--- src/rtl/i2cCfgPkg.sv ---
package i2cCfgPkg;
  localparam int unsigned IDX_W = 4;
  localparam int unsigned HIZ_BIT = 0;
  localparam int unsigned SPREAD_BIT = 1;
  localparam int unsigned FREQ_SRC_BIT = 3;

  // strobes from control to datapath, one cycle each
  typedef struct packed {
    logic             rxShift;
    logic             wrEn;
    logic             txLoad;
    logic             txShift;
    logic [IDX_W-1:0] idx;
  } dpStrobe_t;

  typedef enum logic [2:0] {
    ST_IDLE, ST_RX, ST_RXEND, ST_RXACK, ST_TX, ST_TXACK, ST_TXWAIT
  } ctrlState_t;
endpackage

--- src/rtl/i2cCfgSync.sv ---
module i2cCfgSync #(
  parameter int unsigned WIDTH  = 2,
  parameter int unsigned STAGES = 2
) (
  input  logic             clk,
  input  logic             rstN,
  input  logic [WIDTH-1:0] asyncIn,
  output logic [WIDTH-1:0] syncOut
);
  logic [STAGES-1:0][WIDTH-1:0] stage;

  // idle bus level is high, so reset to ones
  always_ff @(posedge clk or negedge rstN) begin
    if (!rstN) stage <= '1;
    else       stage <= {stage[STAGES-2:0], asyncIn};
  end

  assign syncOut = stage[STAGES-1];
endmodule

--- src/rtl/i2cCfgData.sv ---
module i2cCfgData
  import i2cCfgPkg::*;
#(
  parameter int unsigned                 NUM_BYTES   = 7,
  parameter logic [NUM_BYTES*8-1:0]      RESET_VALUE = '0
) (
  input  logic                     clk,
  input  logic                     rstN,
  input  logic                     sdaBit,
  input  dpStrobe_t                strb,
  output logic [7:0]               rxByte,
  output logic                     txBit,
  output logic [NUM_BYTES*8-1:0]   cfgBytes
);
  logic [7:0] rxSr, txSr, txNext;

  always_ff @(posedge clk or negedge rstN) begin
    if (!rstN)             rxSr <= '0;
    else if (strb.rxShift) rxSr <= {rxSr[6:0], sdaBit};
  end

  generate
    for (genvar i = 0; i < NUM_BYTES; i++) begin : g_byte
      logic [7:0] q;
      always_ff @(posedge clk or negedge rstN) begin
        if (!rstN)                                  q <= RESET_VALUE[i*8 +: 8];
        else if (strb.wrEn && strb.idx == IDX_W'(i)) q <= rxSr;
      end
      assign cfgBytes[i*8 +: 8] = q;
    end
  endgenerate

  // index 0 is the count byte, 1..NUM_BYTES the stored bytes
  always_comb begin
    txNext = 8'hFF;
    if (strb.idx == '0) txNext = 8'(NUM_BYTES);
    for (int i = 0; i < NUM_BYTES; i++) begin
      if (strb.idx == IDX_W'(i + 1)) txNext = cfgBytes[i*8 +: 8];
    end
  end

  always_ff @(posedge clk or negedge rstN) begin
    if (!rstN)             txSr <= '1;
    else if (strb.txLoad)  txSr <= txNext;
    else if (strb.txShift) txSr <= {txSr[6:0], 1'b1};
  end

  assign rxByte = rxSr;
  assign txBit  = txSr[7];
endmodule

--- src/rtl/i2cCfgCtrl.sv ---
module i2cCfgCtrl
  import i2cCfgPkg::*;
#(
  parameter logic [6:0]  ADDR7     = 7'h69,
  parameter int unsigned NUM_BYTES = 7
) (
  input  logic       clk,
  input  logic       rstN,
  input  logic       sclS,
  input  logic       sdaS,
  input  logic [7:0] rxByte,
  input  logic       txBit,
  output dpStrobe_t  strb,
  output logic       sdaOe,
  output logic       startDet,
  output logic       stopDet
);
  localparam logic [IDX_W-1:0] WR_LIMIT = IDX_W'(NUM_BYTES + 2);
  localparam logic [IDX_W-1:0] RD_LIMIT = IDX_W'(NUM_BYTES + 1);
  localparam logic [7:0]       WR_ADDR  = {ADDR7, 1'b0};
  localparam logic [7:0]       RD_ADDR  = {ADDR7, 1'b1};

  ctrlState_t       state, stateN;
  logic [2:0]       bitCnt, bitCntN;
  logic             addrPhase, addrPhaseN, readMode, readModeN;
  logic [IDX_W-1:0] wrIdx, wrIdxN, rdIdx, rdIdxN;
  logic             sclD, sdaD, sclRise, sclFall;

  always_ff @(posedge clk or negedge rstN) begin
    if (!rstN) begin
      sclD <= 1'b1;
      sdaD <= 1'b1;
    end else begin
      sclD <= sclS;
      sdaD <= sdaS;
    end
  end

  assign sclRise  = sclS & ~sclD;
  assign sclFall  = ~sclS & sclD;
  assign startDet = sclS & sclD & sdaD & ~sdaS;
  assign stopDet  = sclS & sclD & ~sdaD & sdaS;

  always_comb begin
    stateN     = state;
    bitCntN    = bitCnt;
    addrPhaseN = addrPhase;
    readModeN  = readMode;
    wrIdxN     = wrIdx;
    rdIdxN     = rdIdx;
    strb       = '0;
    if (startDet) begin
      stateN     = ST_RX;
      bitCntN    = '0;
      addrPhaseN = 1'b1;
      readModeN  = 1'b0;
      wrIdxN     = '0;
      rdIdxN     = '0;
    end else if (stopDet) begin
      stateN = ST_IDLE;
    end else begin
      unique case (state)
        ST_RX: if (sclRise) begin
          strb.rxShift = 1'b1;
          if (bitCnt == 3'd7) stateN = ST_RXEND;
          else                bitCntN = bitCnt + 3'd1;
        end
        ST_RXEND: if (sclFall) begin
          bitCntN = '0;
          if (addrPhase) begin
            addrPhaseN = 1'b0;
            if (rxByte == WR_ADDR) begin
              stateN    = ST_RXACK;
              readModeN = 1'b0;
            end else if (rxByte == RD_ADDR) begin
              stateN    = ST_RXACK;
              readModeN = 1'b1;
            end else begin
              stateN = ST_IDLE;
            end
          end else begin
            stateN = ST_RXACK;
            // first two bytes are command and count: not stored
            if (wrIdx >= IDX_W'(2) && wrIdx < WR_LIMIT) begin
              strb.wrEn = 1'b1;
              strb.idx  = wrIdx - IDX_W'(2);
            end
            if (wrIdx != WR_LIMIT) wrIdxN = wrIdx + IDX_W'(1);
          end
        end
        ST_RXACK: if (sclFall) begin
          bitCntN = '0;
          if (readMode) begin
            strb.txLoad = 1'b1;
            strb.idx    = rdIdx;
            if (rdIdx != RD_LIMIT) rdIdxN = rdIdx + IDX_W'(1);
            stateN = ST_TX;
          end else begin
            stateN = ST_RX;
          end
        end
        ST_TX: if (sclFall) begin
          if (bitCnt == 3'd7) begin
            stateN = ST_TXACK;
          end else begin
            strb.txShift = 1'b1;
            bitCntN      = bitCnt + 3'd1;
          end
        end
        ST_TXACK: if (sclRise) begin
          stateN = sdaS ? ST_IDLE : ST_TXWAIT;
        end
        ST_TXWAIT: if (sclFall) begin
          bitCntN     = '0;
          strb.txLoad = 1'b1;
          strb.idx    = rdIdx;
          if (rdIdx != RD_LIMIT) rdIdxN = rdIdx + IDX_W'(1);
          stateN = ST_TX;
        end
        default: ;
      endcase
    end
  end

  always_ff @(posedge clk or negedge rstN) begin
    if (!rstN) begin
      state     <= ST_IDLE;
      bitCnt    <= '0;
      addrPhase <= 1'b0;
      readMode  <= 1'b0;
      wrIdx     <= '0;
      rdIdx     <= '0;
    end else begin
      state     <= stateN;
      bitCnt    <= bitCntN;
      addrPhase <= addrPhaseN;
      readMode  <= readModeN;
      wrIdx     <= wrIdxN;
      rdIdx     <= rdIdxN;
    end
  end

  assign sdaOe = (state == ST_RXACK) | ((state == ST_TX) & ~txBit);
endmodule

--- src/rtl/i2cBlockCfg.sv ---
module i2cBlockCfg
  import i2cCfgPkg::*;
#(
  parameter logic [6:0]             ADDR7       = 7'h69,
  parameter int unsigned            NUM_BYTES   = 7,
  parameter int unsigned            SYNC_STAGES = 2,
  parameter logic [NUM_BYTES*8-1:0] RESET_VALUE = 56'h5AC3817E24FF00
) (
  input  logic                   clk,
  input  logic                   rstN,
  input  logic                   sclIn,
  input  logic                   sdaIn,
  output logic                   sdaOe,
  output logic [NUM_BYTES*8-1:0] cfgBytes,
  output logic                   outHiZ,
  output logic                   spreadEn,
  output logic                   freqFromReg
);
  logic [1:0]       busS;
  logic             sclS, sdaS, txBit, startDet, stopDet, wrEnW;
  logic [7:0]       rxByte;
  logic [IDX_W-1:0] wrIdxW;
  dpStrobe_t        strb;

  i2cCfgSync #(.WIDTH(2), .STAGES(SYNC_STAGES)) u_sync (
    .clk(clk), .rstN(rstN), .asyncIn({sclIn, sdaIn}), .syncOut(busS)
  );
  assign sclS = busS[1];
  assign sdaS = busS[0];

  i2cCfgCtrl #(.ADDR7(ADDR7), .NUM_BYTES(NUM_BYTES)) u_ctrl (
    .clk(clk), .rstN(rstN), .sclS(sclS), .sdaS(sdaS), .rxByte(rxByte),
    .txBit(txBit), .strb(strb), .sdaOe(sdaOe), .startDet(startDet),
    .stopDet(stopDet)
  );

  i2cCfgData #(.NUM_BYTES(NUM_BYTES), .RESET_VALUE(RESET_VALUE)) u_data (
    .clk(clk), .rstN(rstN), .sdaBit(sdaS), .strb(strb), .rxByte(rxByte),
    .txBit(txBit), .cfgBytes(cfgBytes)
  );

  assign wrEnW       = strb.wrEn;
  assign wrIdxW      = strb.idx;
  assign outHiZ      = cfgBytes[HIZ_BIT];
  assign spreadEn    = cfgBytes[SPREAD_BIT];
  assign freqFromReg = cfgBytes[FREQ_SRC_BIT];
endmodule

--- config.mk ---
export PLATFORM = sky130hd
export DESIGN_NAME = i2cBlockCfg
export DESIGN_NICKNAME = d
export VERILOG_FILES = /design/src/rtl/i2cCfgPkg.sv /design/src/rtl/i2cCfgSync.sv /design/src/rtl/i2cCfgData.sv /design/src/rtl/i2cCfgCtrl.sv /design/src/rtl/i2cBlockCfg.sv
export SDC_FILE = /design/constraint.sdc
export NUM_CORES = 1
export LEC_CHECK = 0
export BUFFER_PORTS_ARGS = -buffer_cell sky130_fd_sc_hd__clkbuf_2
export CAP_MARGIN = 25
export CORE_ASPECT_RATIO = 0.7
export CORE_UTILIZATION = 30
export DETAILED_ROUTE_END_ITERATION = 8
export PLACE_DENSITY_LB_ADDON = 0.15
export SYNTH_ARGS = -nofsm -noshare
export SYNTH_HDL_FRONTEND = slang
export SYNTH_SLANG_ARGS = --single-unit
--- constraint.sdc ---
create_clock -name clk -period 3.03 [get_ports clk]
set_input_delay 0.1515 -clock clk [delete_from_list [all_inputs] [get_ports clk]]
set_output_delay 0.1515 -clock clk [all_outputs]
set_load 0.05 [all_outputs]
Yosys cells after proc, flatten, opt, wreduce, memory -nomap -nowiden
Cells that the tools add are included.
- output and inout port bits: 60
- input port bits: 4
- register bits: 94
- logic and storage cells: 177
- order comparisons: 2
- muxes and demuxes: 79
- add/sub/neg operators: 4
- bitwise operators: 14
- equal/unequal tests: 34
- reduce and logical (&&, ||, !) cells: 25
- operators by type and width (cell ; number):
    two-way mux 8 bit ; 12
    two-way mux 4 bit ; 18
    two-way mux 3 bit ; 20
    inequality test 4 x 3 -> 1 bit, second input constant ; 8
    two-way mux 1 bit ; 23
    AND reduction 5 bit ; 4
    case mux 3 bit (6 select lines) ; 1
    == test 4 x 3 -> 1 bit, second input constant ; 4
    == test 8 bit, second input constant ; 2
    inequality test 3 x 2 -> 1 bit, second input constant ; 5
    == test 3 bit, second input constant ; 4
    case mux 4 bit (3 select lines) ; 1
    nonzero test 2 bit ; 5
    case mux 3 bit (3 select lines) ; 1
    AND reduction 9 bit ; 1
    adder 4 x 1 -> 4 bit, second input constant ; 2
    bitwise AND 1 bit ; 8
    == test 4 x 2 -> 1 bit, second input constant ; 2
    logical AND 1 bit ; 8
    inequality test 4 bit, second input constant ; 2
    case mux 4 bit (2 select lines) ; 1
    nonzero test 8 bit ; 1
    == test 3 x 2 -> 1 bit, second input constant ; 2
    nonzero test 3 bit ; 2
    16 further kinds ; 21

Logic depth before layout (Yosys ltp)
Gate-level depths: netlist (run 1).
- word-level depth: 18
- gate-level depth with buffers: 11

By module
A second synthesis (run 1) with hierarchy kept.
- cells, all modules: 434
- area, all modules: 4943.5 µm²
- modules (own cells, without submodules) (module ; cells each ; area each (µm²) ; times used):
    i2cCfgData ; 276 ; 3502.1 ; 1
    i2cCfgCtrl ; 149 ; 1298.7 ; 1
    i2cCfgSync ; 6 ; 120.1 ; 1
    i2cBlockCfg ; 3 ; 22.5 ; 1

Worst setup path after synthesis (run 1)
Ideal clock, no wire load.
- path type: register to register
- start: reg u_ctrl.wrIdx[0]
- end: reg u_data.g_byte[4].q[1]
- data arrival time: 2.315 ns
- path slack: 0.587 ns
- setup time: 0.128 ns
- buffers on the path: 1
- data required time: 2.902 ns
- cell stages (with the launch flop): 10
- cells stage by stage: dfrtp_1 > inv_1 > ha_1 > nor3_1 > o2bb2ai_2 > a32oi_2 > nor2b_1 > buf_2 > nand4_4 > mux2_1
- cells in the longest elaborated chain, start to end: 10
- ends and longest elaborated chain (what ; RTL line ; RTL):
    start, declared ; i2cCfgCtrl.sv:26 ; logic [IDX_W-1:0] wrIdx, wrIdxN, rdIdx, rdIdxN;
    start signal, assigned ; i2cCfgCtrl.sv:138 ; wrIdx <= wrIdxN;
    greater-or-equal comparator 4 x 2 -> 1 bit / less-than comparator 4 bit (equally long branches) ; i2cCfgCtrl.sv:84 ; if (wrIdx >= IDX_W'(2) && wrIdx < WR_LIMIT) begin
    logical AND 1 bit ; i2cCfgCtrl.sv:84 ;
    two-way mux 4 bit ; i2cCfgCtrl.sv:84 ;
    two-way mux 4 bit ; i2cCfgCtrl.sv:70 ; if (addrPhase) begin
    two-way mux 4 bit ; i2cCfgCtrl.sv:68 ; ST_RXEND: if (sclFall) begin
    case mux 4 bit (3 select lines) ; i2cCfgCtrl.sv:62 ; unique case (state)
    two-way mux 8 bit * ; i2cCfgCtrl.sv:59 ; end else if (stopDet) begin
    two-way mux 8 bit * ; i2cCfgCtrl.sv:52 ; if (startDet) begin
    == test 4 x 3 -> 1 bit ; i2cCfgData.sv:27 ; else if (strb.wrEn && strb.idx == IDX_W'(i)) q <= rxSr;
    logical AND 1 bit * ; i2cCfgData.sv:27 ;
    end signal, assigned ; i2cCfgData.sv:26 ; if (!rstN) q <= RESET_VALUE[i*8 +: 8];
    end signal, assigned ; i2cCfgData.sv:27 ;
    end, declared ; i2cCfgData.sv:24 ; logic [7:0] q;
Mark *: on every way between the ends. The rest lies on a longest branch, timed or not.
A chain may end at the register's enable or synchronous reset.

Final worst setup path (run 1)
- start: reg u_ctrl.state[2]
- end: reg u_data.txSr[3]
- cells in the longest elaborated chain, start to end: 14
- ends and longest elaborated chain (what ; RTL line ; RTL):
    start, declared ; i2cCfgCtrl.sv:23 ; ctrlState_t state, stateN;
    start signal, assigned ; i2cCfgCtrl.sv:134 ; state <= stateN;
    == test 3 bit / == test 3 x 2 -> 1 bit (equally long branches) ; i2cCfgCtrl.sv:62 ;
    case mux 4 bit (3 select lines) ; i2cCfgCtrl.sv:62 ;
    two-way mux 8 bit * ; i2cCfgCtrl.sv:59 ;
    two-way mux 8 bit * ; i2cCfgCtrl.sv:52 ;
    zero test 4 bit ; i2cCfgData.sv:36 ; if (strb.idx == '0) txNext = 8'(NUM_BYTES);
    two-way mux 8 bit ; i2cCfgData.sv:36 ;
    two-way mux 8 bit (7 in a row) ; i2cCfgData.sv:38 ; if (strb.idx == IDX_W'(i + 1)) txNext = cfgBytes[i*8 +: 8];
    two-way mux 8 bit ; i2cCfgData.sv:44 ; else if (strb.txLoad) txSr <= txNext;
    end signal, assigned ; i2cCfgData.sv:44 ;
    end signal, assigned ; i2cCfgData.sv:45 ; else if (strb.txShift) txSr <= {txSr[6:0], 1'b1};
    end, declared ; i2cCfgData.sv:15 ; logic [7:0] rxSr, txSr, txNext;
Marked as above.

==> impl_metrics.json, run 1 <==
{
  "io_buffers": 63,
  "post_dp_cell_area_um2": 5650,
  "num_rows": 39,
  "synth_xor_area_frac": 0.0139,
  "crit_type": "reg2reg",
  "grt_max_degree": 45,
  "start_kind": "flip-flop",
  "drtIter0Drc": 283,
  "area_growth_pct": 19.0,
  "synth-compound-area-share": 0.149,
  "period_needed_ns": 2.92,
  "p_leak_nw": 2.64,
  "synth_top_flop_cell": "dfrtp_1",
  "dp_cells": 726,
  "clock_latency_ns": 0.35,
  "avgSynthCellArea_um2": 11.2,
  "antenna_cells": 0,
  "cts_setup_buffers": 0,
  "async_flop_share": 1.00,
  "hold_violations": 0,
  "fin_area_um2": 6010,
  "fp.dieH_um": 111,
  "clock_path_buffers": 2,
  "slew_violations": 0,
  "vias": 3835,
  "intPower_mw": 2.25,
  "setup_viol": 0,
  "syn_inst": 450,
  "synth_area_um2": 5050,
  "cts.sinks": 94,
  "ys_ff_latch": 94,
  "grt_overflow": 0,
  "fin_nets": 529,
  "finalNonFillerCells": 745,
  "antenna_found_initial": 0,
  "ant_nets": 0,
  "grt_usage": 0.181,
  "netSwitchingFraction": 0.320,
  "synth_top_family_by_area": "multiplexers",
  "synth_fa_ha_area_frac": 0.0248,
  "numCtsBuffers": 9,
  "place_hpwl_um": 10900,
  "start_util": 0.308,
  "worst_pin_slew_ns": 0.781,
  "status": "finished clean",
  "cts.clk_slew.worst_paths_ns": 0.07,
  "cellPowerDensity_nw_per_um2": 551,
  "worst_ep_arrival_time_ns": 3.18,
  "drc": 0,
  "hold_path_class": "in2async",
  "crit_fanout": 15,
  "dieArea_um2": 17400,
  "root_buffer": "clkbuf_16",
  "ir_worst_vdd_uv": 368,
  "fmax_mhz": 343,
  "seqPwrFrac": 0.486,
  "power.switching_mw": 1.06,
  "synth_warnings": 0,
  "cts.htree.levels": 3,
  "grt_pass1_wl_um": 23300,
  "synth-edff-count": 0,
  "worst_setup_path_end_kind": "flip-flop",
  "coreArea_um2": 16400,
  "period_share": 0.962,
  "ys_types": 68,
  "required_ns": 3.30,
  "drt-pass1-iter-count": 5,
  "layout-drive-gt1-share": 0.346,
  "maxSlewHeadroom": 0.475,
  "post_drt_via_cell_ratio": 5.15,
  "io_pins": 64,
  "gp_congestion": 0.867,
  "rsz0062_at_grt": "false",
  "cap_violations": 0,
  "cts_tree": "yes",
  "clock_skew_ns": 0.00697,
  "synth-simple-area-share": 0.143,
  "syn_nets": 464,
  "wire_per_inst_um": 19.8,
  "comb_power_share": 0.146,
  "die_w_um": 157,
  "synthMuxAreaShare": 0.157,
  "synth_seq_area_share": 0.476,
  "routed_wl_um": 14700,
  "pwr-share-clk": 0.368,
  "tns_ns": 0,
  "grt_pass1_vias": 3758
}
[power by group through the flow]
stage          clock network, mW  logic [mW]  registers [mW]
6_report                    1.22       0.484            1.61
5_1_grt                     1.30       0.544            1.63
4_1_cts                     1.25       0.491            1.61
3_5_place_dp                   0       0.486            1.63
3_3_place_gp                   0       0.468            1.63
2_1_floorplan                  0       0.433            1.45
[worst paths after layout]
kind                                 start                 to  cells past startpoint  slack, ns
max in group asynchronous             rstN  u_sync.syncOut[0]                      4       1.88
min in group clk           u_sync.stage[1]  u_sync.syncOut[1]                      0       0.36
setup reg to reg           u_ctrl.state[2]     u_data.txSr[3]                      8       0.11
setup / recovery           u_ctrl.state[2]     u_data.txSr[3]                      8       0.11
hold / removal                        rstN    u_ctrl.wrIdx[2]                      2       0.33
hold reg to reg            u_sync.stage[1]  u_sync.syncOut[1]                      0       0.36
[per-stage QoR]
stage | hold WS (ns) | utilization | setup slack, ns | power (mW)
final | 0.331 | 0.366 | 0.114 | 3.31
after global routing | 0.360 | 0.366 | 0.0110 | 3.48
after CTS | 0.344 | 0.366 | 0.0738 | 3.35
after detailed placement | 0.172 | 0.345 | 0.105 | 2.12
after global placement | 0.239 | 0.343 | 0.109 | 2.10
after floorplan | -0.144 | - | 0.587 | 1.88
[layout by cell type (no fill, tap or decap), drive strengths merged, types with 4 or more instances in the layout]
cell / count
nand2b: 4
nor3b: 5
o21ai: 36
inv: 11
mux2i: 4
a31oi: 6
nand3: 19
nor3: 9
a21oi: 32
xor2: 5
nor2b: 4
a221o: 4
o211ai: 4
and3: 6
buf: 19
nor2: 24
a211oi: 4
and2: 10
nand2: 20
dfrtp: 54
mux2: 67
clkbuf: 72
dfstp: 40
nand4: 6
ha: 10
[state kept, by name (all words and copies together) (netlist names)]
signal            flops
u_ctrl.addrPhase      1
u_ctrl.bitCnt         3
u_ctrl.rdIdx          4
u_ctrl.readMode       1
u_ctrl.sclD           1
u_ctrl.sdaD           1
u_ctrl.state          3
u_ctrl.wrIdx          4
u_data.g_byte.q      56
u_data.rxByte         8
u_data.txSr           8
u_sync.stage          2
u_sync.syncOut        2
[timing repair]
| item | CTS | global route |
|---|---|---|
| hold buffers | 3 | 0 |
| resized for setup | 0 | 2 |
| endpoints found under the hold margin | 21 | 0 |
| setup endpoints to repair | 0 | 5 |
[critical path, stage by stage, from the launching register on]
cell,delay (ns)
dfrtp_1,0.55
or3b_4,0.50
nor4_2,0.25
a21o_1,0.46
a21oi_4,0.15
buf_4,0.19
a221o_1,0.31
a21oi_1,0.28
o211ai_1,0.13
[logic make-up after synthesis]
kind of cell / Yosys count
flops: 94
simple gates: 118
compound gates: 112
fa+ha+maj: 10
buf+inv: 37
mux: 71
xor+xnor: 8
[Yosys cell counts, types with 3 or more instances]
master,n,area (um^2)
a211oi_1,3,22.5
a21o_1,3,22.5
a21oi_1,30,150
a221o_1,4,40.0
a31oi_1,6,37.5
and2_1,9,56.3
and3_1,6,37.5
buf_1,3,11.3
buf_2,8,40.0
buf_4,6,45.0
clkbuf_1,11,41.3
dfrtp_1,54,1350
dfstp_2,40,1050
ha_1,10,125
inv_1,7,26.3
mux2_1,53,597
mux2_2,14,158
mux2i_1,4,40.0
nand2_1,15,56.3
nand2_2,5,31.3
nand2b_1,4,25.0
nand3_1,16,80.1
nand4_1,4,25.0
nor2_1,23,86.3
nor2b_1,4,25.0
nor3_1,7,35.0
nor3b_1,5,37.5
o211ai_1,4,30.0
o21ai_0,35,175
o31ai_1,3,22.5
xnor2_1,3,26.3
xor2_1,5,43.8
[area by class of cell]
cell class                 count  area, um^2
fill                        1676       10400
multi-input combinational    319        2480
sequential                    94        2400
timing repair buffer          84         503
tap                          225         282
clock buffer                  10         239
clock inverter                 6        75.1
inverter                       7        26.3
[layer usage]
layer,up-vias,part of all wire,GRT usage
met4,0,0.0075,0.0369
met5,-,0,0
li1,1784,-,-
met1,1938,0.54,0.290
met3,12,0.054,0.0377
met2,101,0.40,0.243
Power figures use the tool's default switching activity.
==> run 2: changes to the inputs <==
Settings changed: BUFFER_PORTS_ARGS -buffer_cell sky130_fd_sc_hd__clkbuf_2 to -buffer_cell sky130_fd_sc_hd__buf_4.
==> run 2 against run 1 <==
Clock skew rose by 0.0032 ns. Register-to-register slack improved by 0.16 ns. Sequential share of layout area fell by 0.82 points. First-iteration DRC count decreased by 19%. Sequential cell count unchanged. Combinational power increased by 0.8%. Largest power group unchanged. Largest cell class unchanged. Global-route usage about the same. Total power decreased by 2.4%. Cell area up 2.1%.
==> impl_metrics.json, run 2 (same netlist as run 1, synthesis figures left out) <==
{
  "crit_path_cell_trace": "nand3b_1 -> a211oi_4 -> buf_4 -> and2_2 -> nor2_2 -> nand4_4 -> mux2_1",
  "clock_skew_ns": 0.0101,
  "drc": 0,
  "num_rows": 39,
  "grt_pass1_vias": 3791,
  "numCtsBuffers": 9,
  "grt_usage": 0.181,
  "vias": 3874,
  "worst_pin_slew_ns": 0.594,
  "routed_wl_um": 15100,
  "ir_worst_vdd_uv": 284,
  "grt_overflow": 0,
  "grt_max_degree": 75,
  "root_buffer": "clkbuf_16",
  "clock_path_buffers": 2,
  "area_growth_pct": 21.5,
  "period_needed_ns": 2.76,
  "grt_pass1_wl_um": 23400,
  "ant_nets": 0,
  "slew_violations": 0,
  "cts_setup_buffers": 0,
  "clock_latency_ns": 0.35,
  "gp_congestion": 0.929,
  "antenna_cells": 0,
  "largest_reg_flops": 56,
  "hold_violations": 0,
  "cts.clk_slew.worst_paths_ns": 0.07,
  "io_pins": 64,
  "worst_ep_arrival_time_ns": 2.99,
  "period_share": 0.910,
  "antenna_found_initial": 2,
  "crit_fanout": 18,
  "regMostFlops": "u_data.g_byte.q",
  "layout_commonest_cell": "buf_4",
  "place_hpwl_um": 10900,
  "worst_setup_path_end_kind": "flip-flop",
  "wire_per_inst_um": 20.3,
  "finalNonFillerCells": 745,
  "cts.htree.levels": 3,
  "io_buffers": 63,
  "start_util": 0.308,
  "fp.dieH_um": 111,
  "required_ns": 3.27,
  "fin_nets": 529,
  "setup_viol": 0,
  "dp_cells": 725,
  "slowest_stage": "dfrtp_1",
  "maxSlewHeadroom": 0.604,
  "start_kind": "flip-flop",
  "post_drt_via_cell_ratio": 5.20,
  "tns_ns": 0,
  "crit_type": "reg2reg",
  "fmax_mhz": 363,
  "rsz0062_at_grt": "false",
  "hold_path_class": "in2async",
  "cts_tree": "yes",
  "p_leak_nw": 2.68,
  "dieArea_um2": 17400,
  "mostFrequentLayoutCells": "buf_4, dfrtp_1, mux2_1",
  "die_w_um": 157,
  "crit_path_max_incr_delay_ns": 0.53,
  "drt-pass1-iter-count": 5,
  "layout-drive-gt1-share": 0.344,
  "drtIter0Drc": 230,
  "cts.sinks": 94,
  "status": "finished clean",
  "coreArea_um2": 16400,
  "cellPowerDensity_nw_per_um2": 527,
  "cap_violations": 0
}
## run 2: cell count changes in the layout (fill, tap and decap cells not counted)
cell	previous run	this run
buf_4	18	80
clkbuf_2	62	0
a211oi_1	2	3
a211oi_2	1	0
bufinv_16	1	0
clkinv_2	0	1
clkinv_4	0	1
clkinvlp_4	1	0
## run 2: path summary, 6_finish.rpt
check,startpoint,endpoint,slack (ns),depth (start not counted)
setup / recovery,u_ctrl.state[2],u_data.g_byte[4].q[1],0.27,7
hold / removal,rstN,u_ctrl.wrIdx[1],0.20,2
setup reg to reg,u_ctrl.state[2],u_data.g_byte[4].q[1],0.27,7
hold reg to reg,u_sync.stage[0],u_sync.syncOut[0],0.36,0
max in group asynchronous,rstN,u_data.g_byte[2].q[5],1.92,4
min in group clk,u_sync.stage[0],u_sync.syncOut[0],0.36,0
## run 2: what timing repair did
action	CTS	global route
endpoints found under the hold margin	2	14
hold buffers	2	1
resized for setup	0	1
setup endpoints to repair	0	8
## run 2: metrics by stage
step	power (mW)	area, um^2	hold WS [ns]	util	worst slack [ns]
after global routing	3.40	6130	0.214	0.374	0.0846
after floorplan	1.88	5050	-0.144	-	0.587
after detailed placement	2.13	5780	0.263	0.353	0.105
final	3.23	6130	0.200	0.374	0.271
after global placement	2.12	5780	0.261	0.353	0.168
after CTS	3.26	6090	0.000162	0.372	0.0904
## run 2: layout make-up
type                    count  area (um^2)
well taps                 225          282
fillers                  1652        10300
clock buffers              10          239
inverters                   7         26.3
clock inverters             6         51.3
repair buffers             84          658
multi-input cells         319         2470
flip-flops and latches     94         2400
## run 2: power breakdown
| part | internal [mW] | leakage (nW) | switching (mW) | total (mW) |
|---|---|---|---|---|
| Sequential | 1.36 | 1.14 | 0.263 | 1.62 |
| Combinational | 0.221 | 1.40 | 0.267 | 0.488 |
| Clock | 0.594 | 0.146 | 0.529 | 1.12 |
| Total | 2.17 | 2.68 | 1.06 | 3.23 |
## run 2: worst max-delay path, delay by kind of cell, from the launching register on
family / cells / cell delay (ns)
mux: 1 / 0.35
flops: 1 / 0.53
buf+inv: 1 / 0.28
compound gates: 1 / 0.37
simple gates: 4 / 1.10
## run 2: metal layers
metal,wire length (um),up-vias,GRT usage,share of wire
met5,13,-,0,0.00086
met4,206,2,0.0485,0.014
met3,968,24,0.0404,0.064
met2,5930,133,0.234,0.39
met1,7970,1942,0.293,0.53
li1,-,1773,-,-
==> run 3: changes to the inputs <==
Settings changed: BUFFER_PORTS_ARGS -buffer_cell sky130_fd_sc_hd__buf_4 to unset, DONT_BUFFER_PORTS set to 1, GPL_TIMING_DRIVEN set to 0.
==> run 3 against run 2 <==
Critical path depth increased by 2. Die area unchanged. Clock power increased by 11%. Clock skew decreased by 0.0034 ns. Register-to-register slack got worse by 0.17 ns. First-iteration DRC count increased by 5.7%. Critical path type unchanged.
==> impl_metrics.json, run 3 (same netlist as run 1, synthesis figures left out) <==
{
  "status": "finished clean",
  "clock_skew_ns": 0.00674,
  "ant_nets": 0,
  "cp.depth": 9,
  "p_leak_nw": 2.38,
  "mostFrequentLayoutCells": "mux2_1, dfrtp_1, dfstp_2",
  "path_buf_inv": 2,
  "dieArea_um2": 17400,
  "power_mw": 3.36,
  "worst_pin_slew_ns": 1.02,
  "cp_top_family": "compound AO/OA/AOI/OAI gates",
  "fmax_mhz": 342,
  "clock_latency_ns": 0.34,
  "largest_reg_flops": 56,
  "fp.dieH_um": 111,
  "cts.htree.levels": 3,
  "cts.clk_slew.worst_paths_ns": 0.06,
  "grt_overflow": 0,
  "grt_pass1_vias": 3657,
  "crit_fanout": 10,
  "hold_slack_ns": 0.349,
  "worst_ep_arrival_time_ns": 3.18,
  "grt_usage": 0.177,
  "routed_wl_um": 14500,
  "layout-drive-gt1-share": 0.243,
  "grt_pass1_wl_um": 22800,
  "drtIter0Drc": 243,
  "whs_path_depth": 1,
  "vias": 3672,
  "cap_violations": 0,
  "root_buffer": "clkbuf_16",
  "period_needed_ns": 2.93,
  "area_growth_pct": 14.3,
  "io_buffers": 0,
  "slowest_stage": "dfstp_2",
  "numCtsBuffers": 9,
  "regMostFlops": "u_data.g_byte.q",
  "maxSlewHeadroom": 0.315,
  "cts_tree": "yes",
  "crit_path_max_incr_delay_ns": 0.57,
  "fill_cells": 1655,
  "drt-pass1-iter-count": 4,
  "antenna_cells": 0,
  "required_ns": 3.28,
  "cts.sinks": 94,
  "gp_congestion": 0.803,
  "wire_per_inst_um": 20.8,
  "cellPowerDensity_nw_per_um2": 582,
  "worst_setup_path_end_kind": "flip-flop",
  "hold_violations": 0,
  "period_share": 0.966,
  "rr_worst_depth": 9,
  "coreArea_um2": 16400,
  "fin_nets": 482,
  "drc": 0,
  "setup_viol": 0,
  "antenna_found_initial": 0,
  "start_kind": "flip-flop",
  "start_util": 0.308,
  "hold_path_class": "in2reg",
  "crit_path_cell_trace": "nand2b_1 -> buf_6 -> a211oi_1 -> a21o_1 -> a21oi_4 -> buf_4 -> a221o_1 -> a21oi_1 -> o211ai_1",
  "grt_max_degree": 95,
  "place_hpwl_um": 10500,
  "die_w_um": 157,
  "num_rows": 39,
  "slew_violations": 0,
  "io_pins": 64,
  "post_drt_via_cell_ratio": 5.26,
  "clock_path_buffers": 2,
  "crit_type": "reg2reg",
  "ir_worst_vdd_uv": 267
}
## run 3: changes by cell type in the layout (fill, tap and decap cells not counted), sizes merged
| cell | previous run | this run |
|---|---|---|
| bufinv | 0 | 2 |
| clkbuf | 10 | 25 |
| buf | 81 | 22 |
| inv | 11 | 7 |
| clkinv | 2 | 1 |
## run 3: power breakdown
group	switching, mW	internal, mW	leakage (nW)
sequential	0.105	1.36	1.14
clock	0.490	0.749	0.154
combinational	0.427	0.227	1.09
total	1.02	2.34	2.38
## run 3: cell type report
cell class | instances | area, um^2 | share of cell area
inverter | 7 | 26.3 | 0.00456
multi-input combinational | 319 | 2510 | 0.435
buffer | 30 | 154 | 0.0267
clock buffer | 13 | 250 | 0.0434
sequential | 94 | 2400 | 0.417
clock inverter | 3 | 68.8 | 0.0119
tap | 225 | 282 | 0.0488
timing repair buffer | 7 | 75.1 | 0.0130
## run 3: through the flow
stage / worst slack, ns / instance area (um^2) / instances / setup TNS, ns / utilization
finish: 0.102 / 5770 / 698 / 0 / 0.352
global route: -0.0266 / 5770 / 698 / -0.0647 / 0.352
CTS: 0.0332 / 5720 / 697 / 0 / 0.349
detailed placement: 0.0481 / 5340 / 677 / 0 / 0.326
global placement: 0.103 / 5330 / 675 / 0 / 0.325
floorplan: 0.587 / 5050 / 450 / 0 / -
## run 3: final timing paths
check	start	to	slack [ns]
setup / recovery	u_ctrl.sclD	u_data.txSr[6]	0.10
hold / removal	sclIn	u_sync.stage[1]	0.35
setup reg to reg	u_ctrl.sclD	u_data.txSr[6]	0.10
hold reg to reg	u_sync.stage[0]	u_sync.syncOut[0]	0.36
max in group asynchronous	rstN	u_ctrl.sclD	2.20
min in group asynchronous	rstN	u_ctrl.bitCnt[0]	0.40
## run 3: timing repair
| action | in CTS | in global routing |
|---|---|---|
| setup buffers | 0 | 1 |
| gates resized for setup | 0 | 5 |
| hold buffers | 4 | 0 |
| endpoints found under the hold margin | 96 | 0 |
| setup endpoints to repair | 0 | 64 |
## run 3: routing by layer
| metal | GRT usage | part of all wire | vias to the layer above |
|---|---|---|---|
| met5 | 0 | 0 | - |
| met4 | 0.0460 | 0.014 | 0 |
| met3 | 0.0616 | 0.081 | 15 |
| met2 | 0.234 | 0.40 | 103 |
| met1 | 0.269 | 0.50 | 1859 |
| li1 | - | - | 1695 |
